`src/rtl/mains_pkg.sv`:
```
package mains_pkg;
  parameter int unsigned DEF_CLK_HZ   = 250_000_000;
  parameter int unsigned DEF_DIV      = 60;
  parameter int unsigned DEF_SEC_W    = 4;
  parameter int unsigned DEF_SYNC_LEN = 2;
endpackage

```
`src/rtl/mc_sync.sv`:
```
module mc_sync #(
  parameter int unsigned STAGES = 2
) (
  input  logic clk_i,
  input  logic rst_ni,
  input  logic d_i,
  output logic q_o
);
  logic [STAGES-1:0] chain_q;

  for (genvar g = 0; g < STAGES; g++) begin : g_stage
    if (g == 0) begin : g_first
      always_ff @(posedge clk_i or negedge rst_ni)
        if (!rst_ni) chain_q[g] <= 1'b0;
        else         chain_q[g] <= d_i;
    end else begin : g_rest
      always_ff @(posedge clk_i or negedge rst_ni)
        if (!rst_ni) chain_q[g] <= 1'b0;
        else         chain_q[g] <= chain_q[g-1];
    end
  end

  assign q_o = chain_q[STAGES-1];
endmodule

```
`src/rtl/mc_edge_qual.sv`:
```
module mc_edge_qual #(
  parameter int unsigned DELAY_CYCLES = 250_000
) (
  input  logic clk_i,
  input  logic rst_ni,
  input  logic raw_i,
  output logic state_o
);
  localparam int unsigned DW       = $clog2(DELAY_CYCLES + 1);
  localparam int unsigned HOLD_MAX = DELAY_CYCLES + 1;
  localparam int unsigned HW       = $clog2(HOLD_MAX + 1);

  logic          state_q, state_n, qual_q;
  logic [DW-1:0] dly_q;

  // set/clear only against the delayed copy of the state bit
  always_comb begin
    state_n = state_q;
    if (raw_i && !qual_q)      state_n = 1'b1;
    else if (!raw_i && qual_q) state_n = 1'b0;
  end

  always_ff @(posedge clk_i or negedge rst_ni) begin
    if (!rst_ni) begin
      state_q <= 1'b0;
      qual_q  <= 1'b0;
      dly_q   <= '0;
    end else begin
      state_q <= state_n;
      if (state_n != state_q)  dly_q <= DW'(DELAY_CYCLES);
      else if (dly_q != '0)    dly_q <= dly_q - 1'b1;
      if (dly_q == '0)         qual_q <= state_q;
    end
  end

  assign state_o = state_q;

  // checker: cycles since last change of the state bit
  logic          state_p;
  logic [HW-1:0] hold_q;
  always_ff @(posedge clk_i or negedge rst_ni) begin
    if (!rst_ni) begin
      state_p <= 1'b0;
      hold_q  <= HW'(HOLD_MAX);
    end else begin
      state_p <= state_q;
      if (state_q != state_p)        hold_q <= '0;
      else if (hold_q != HW'(HOLD_MAX)) hold_q <= hold_q + 1'b1;
    end
  end

  a_r3_min_hold: assert property (@(posedge clk_i) disable iff (!rst_ni)
    (state_q != state_p) |-> (hold_q == HW'(HOLD_MAX)));

  a_r4_change_needs_qual: assert property (@(posedge clk_i) disable iff (!rst_ni)
    (state_q != $past(state_q)) |-> ($past(qual_q) == $past(state_q)));
endmodule

```
`src/rtl/mc_div.sv`:
```
module mc_div #(
  parameter int unsigned DIV_RATIO = 60,
  parameter int unsigned SEC_W     = 4
) (
  input  logic             clk_i,
  input  logic             rst_ni,
  input  logic             ev_i,
  output logic             tick_o,
  output logic [SEC_W-1:0] sec_o
);
  localparam int unsigned CW = $clog2(DIV_RATIO);

  logic [CW-1:0]    div_q;
  logic [SEC_W-1:0] sec_q;
  logic             tick_q;
  logic             last_w;

  assign last_w = (div_q == CW'(DIV_RATIO - 1));

  always_ff @(posedge clk_i or negedge rst_ni) begin
    if (!rst_ni) begin
      div_q  <= '0;
      sec_q  <= '0;
      tick_q <= 1'b0;
    end else begin
      tick_q <= ev_i && last_w;
      if (ev_i) begin
        if (last_w) begin
          div_q <= '0;
          sec_q <= sec_q + 1'b1;
        end else begin
          div_q <= div_q + 1'b1;
        end
      end
    end
  end

  assign tick_o = tick_q;
  assign sec_o  = sec_q;

  a_r7_tick_single: assert property (@(posedge clk_i) disable iff (!rst_ni)
    tick_q |=> !tick_q);

  a_r6_sec_moves_with_tick: assert property (@(posedge clk_i) disable iff (!rst_ni)
    (sec_q != $past(sec_q)) |-> tick_q);

  a_r8_sec_wrap: assert property (@(posedge clk_i) disable iff (!rst_ni)
    (tick_q && $past(sec_q) == {SEC_W{1'b1}}) |-> (sec_q == '0));
endmodule

```
`src/rtl/mains_cond.sv`:
```
module mains_cond
  import mains_pkg::*;
#(
  parameter int unsigned CLK_HZ       = DEF_CLK_HZ,
  parameter int unsigned DELAY_CYCLES = CLK_HZ / 1000,
  parameter int unsigned DIV_RATIO    = DEF_DIV,
  parameter int unsigned SEC_W        = DEF_SEC_W
) (
  input  logic             clk_i,
  input  logic             rst_ni,
  input  logic             raw_i,
  output logic             clean_o,
  output logic             tick_o,
  output logic [SEC_W-1:0] sec_o
);
  logic raw_s, state_w, state_d, rise_w;

  mc_sync #(.STAGES(DEF_SYNC_LEN)) i_sync (
    .clk_i (clk_i),
    .rst_ni(rst_ni),
    .d_i   (raw_i),
    .q_o   (raw_s)
  );

  mc_edge_qual #(.DELAY_CYCLES(DELAY_CYCLES)) i_qual (
    .clk_i  (clk_i),
    .rst_ni (rst_ni),
    .raw_i  (raw_s),
    .state_o(state_w)
  );

  always_ff @(posedge clk_i or negedge rst_ni)
    if (!rst_ni) state_d <= 1'b0;
    else         state_d <= state_w;

  assign rise_w = state_w && !state_d;

  mc_div #(.DIV_RATIO(DIV_RATIO), .SEC_W(SEC_W)) i_div (
    .clk_i (clk_i),
    .rst_ni(rst_ni),
    .ev_i  (rise_w),
    .tick_o(tick_o),
    .sec_o (sec_o)
  );

  assign clean_o = state_w;

  a_r1_reset_quiet: assert property (@(posedge clk_i)
    !rst_ni |=> (!clean_o && !tick_o));
endmodule

```
`config.mk`:
```
export PLATFORM = sky130hd
export DESIGN_NAME = mains_cond
export DESIGN_NICKNAME = d
export VERILOG_FILES = /design/src/rtl/mains_pkg.sv /design/src/rtl/mc_sync.sv /design/src/rtl/mc_edge_qual.sv /design/src/rtl/mc_div.sv /design/src/rtl/mains_cond.sv
export SDC_FILE = /design/constraint.sdc
export NUM_CORES = 1
export LEC_CHECK = 0
export CAP_MARGIN = 10
export CORE_MARGIN = 8
export CORE_UTILIZATION = 53
export DETAILED_ROUTE_END_ITERATION = 10
export PLACE_DENSITY = 0.78
export SYNTH_ARGS = -nofsm -noshare
export SYNTH_HDL_FRONTEND = slang
export SYNTH_SLANG_ARGS = --single-unit
```
`constraint.sdc`:
```
create_clock -name clk_i -period 2.35 [get_ports clk_i]
set_clock_uncertainty 0.2 [all_clocks]
set_input_delay 0.3525 -clock clk_i [delete_from_list [all_inputs] [get_ports clk_i]]
set_output_delay 0.3525 -clock clk_i [all_outputs]
set_load 0.005 [all_outputs]
```
==> results.tsv <==
metric	value	unit
syn-num-nets	168	
yosysWarningCount	0	
gp_congestion	0.7930	
die_x	72.98	µm
whs_path_depth	0	
cpMaxStageDelayCell	or4_4	
cp_top_family	simple AND/OR/NAND/NOR gates	
cellPowerDensity	836.2	nW/µm²
endpoint_kind	flop	
dp.final_hpwl	2.336	mm
synthFlopType	dfrtp_1	
slowest_delay	0.57	ns
grt_pass1_vias	1283	
h-tree-depth	2	
crit_start	i_qual.dly_q[15]	
clkSlewWorstSetupHoldPaths	0.11	ns
cts.sinks	34	
area_growth	13.82	%
overflow	0	
synth_compound_area_frac	0.1265	
min_path_type	reg -> reg	
first_iter_violations	56	
ir_drop	0.0004341	V
post-route-period-util	0.9470	
drv_cap	0	
reg2reg_to	i_qual.qual_q	
hold_viol	0	
final_layout_size_suffix_gt1_frac	0.1833	
clk-insertion-delay-late	0.35	ns
rows	20	
crit_required	2.39	ns
ys_seq_area_frac	0.4945	
setup_viol	0	
antenna_cells	0	
synth.avg_cell_area	10.62	µm²
worst-path-stages	5	
port_buffers	8	
p_total	1.637	mW
crit_fanout	9	
cts_made_buffers	5	
hp-start	i_sync.chain_q[0]	
dieHeight	72.98	µm
synthMuxAreaShare	0.04509	
antenna_found_initial	0	
reg2reg_slack	0.12	ns
relSlewSlack	0.5785	
core	3078	µm²
synth-xor-area-share	0.03055	
first_pass_iters	4	
ctsHoldBuffers	0	
status	finished clean	
timing.critical_path.buf_inv	1	
setup_tns	0	ns
fmax	449.3	MHz
post_synth_fa_ha_maj_area_fraction	0.02182	
routed_via_density	5.732	
drc	0	
clockBufferDepth	2	
vias	1284	
synth_top_family_by_area	simple AND/OR/NAND/NOR gates	
finalMaxSlewViolations	0	
path_class	reg -> reg	
ctsRootBufferMaster	clkbuf_4	
ys_types	46	
ant_nets	0	
postSynthCellCount	162	
grt_pass1_wl	5.706	mm
rsz0062_at_grt	no	
period_needed	2.225	ns
synth_seq_cells	34	
synth_area	1720	µm²
cts_tree	done	
wl_per_cell	14.54	µm
track_usage	0.1379	
reg2reg_from	i_qual.dly_q[15]	
p_leak	0.8008	nW
start_util	0.5589	
wirelength	3.257	mm
post-route-util	0.6362	
grt_max_degree	35	
synthSimpleGateAreaFrac	0.2611	
nNetsFinal	185	
crit_path_end	i_qual.qual_q	
path_cells	or4_4 > nor4_4 > buf_4 > nand2_2 > mux2_4	
worstPathArrival	2.26	ns
dieArea	5325	µm²
synth_edf_count	0	
synthArstFlopShare	1.000	
tightestPinTransition	0.6299	ns
rr_worst_depth	5	
num_io_pins	9	
cp-start-kind	flop	
Yosys cell counts (3+ instances only):
cell      instances  area [µm²]
dfrtp_1          34       850.8
nand2_1          12       45.04
a21oi_1           9       45.04
nand3_1           8       40.04
nor2_1            8       30.03
o21ai_0           8       40.04
o31ai_1           6       45.04
nor3_1            5       25.02
or3_1             5       31.28
mux2i_1           4       40.04
nand2b_1          4       25.02
clkbuf_1          3       11.26
ha_1              3       37.54
nand4_1           3       18.77
nor4_1            3       18.77
or4_2             3       26.28
xnor2_1           3       26.28
xor2_1            3       26.28
per-stage QoR:
stage	area (µm²)	hold WS [ns]	cells	setup WS [ns]
2_1_floorplan	1720	-0.1431	162	0.2040
3_3_place_gp	1881	0.1437	216	0.1668
3_5_place_dp	1881	0.1471	216	0.1220
4_1_cts	1944	0.1715	224	0.09741
5_1_grt	1958	0.1740	224	0.05475
6_report	1958	0.1656	224	0.1245
worst min-delay path by stage:
stage / end / slack, ns
2_1_floorplan: i_div.div_q[0] / -0.14
3_3_place_gp: i_sync.q_o / 0.14
3_5_place_dp: i_sync.q_o / 0.15
4_1_cts: i_sync.q_o / 0.17
5_1_grt: i_sync.q_o / 0.17
6_report: i_sync.q_o / 0.17
logic make-up after synthesis:
family                   Yosys count
AO/OA/AOI/OAI                     33
buffers and inverters              7
XOR/XNOR                           6
adder cells (fa/ha/maj)            3
multiplexers                       7
flip-flops                        34
AND/OR/NAND/NOR                   72
worst reg2reg max path, stage by stage, from the launching register on:
cell and delay (ns):
dfrtp_1 0.44, or4_4 0.57, nor4_4 0.29, buf_4 0.21
nand2_2 0.08, mux2_4 0.31
layout make-up:
type	count	area, µm²
well taps	44	55.05
inverters	2	7.507
clock inverters	2	12.51
multi-input cells	121	848.3
fillers	255	1120
clock buffers	6	51.30
flip-flops and latches	34	850.8
repair buffers	15	132.6
layer usage:
metal	up-vias	global-route usage	wire length (µm)
met5	-	0	0
met1	624	0.1650	1535
met2	17	0.2147	1512
li1	638	-	-
met3	5	0.05082	150
met4	0	0.06222	59
report_power, final:
part	switching (mW)	leakage (nW)	internal (mW)
Combinational	0.208	0.350	0.197
Clock	0.207	0.0343	0.144
Sequential	0.164	0.417	0.717
Total	0.579	0.801	1.06
state kept, by name, indices dropped and copies added, names as in the netlist:
signal          cells
i_div.sec_o         4
i_sync.q_o          1
i_sync.chain_q      1
i_div.div_q         6
state_d             1
i_qual.state_o      1
i_qual.dly_q       18
i_qual.qual_q       1
i_div.tick_o        1
layout by cell type (no fill, tap or decap), types with 4 or more instances in the layout:
cell	count
a21oi_1	9
dfrtp_1	34
or3_1	5
mux2i_1	4
nor3_1	4
clkbuf_4	5
clkdlybuf4s50_1	8
buf_4	7
o21ai_0	8
nor2_1	8
o31ai_1	6
nand2_1	12
nand3_1	7
what timing repair did:
action,CTS,global route
setup buffers,0,0
setup endpoints to repair,0,3
resized for setup,0,4
Power figures use the tool's default switching activity.
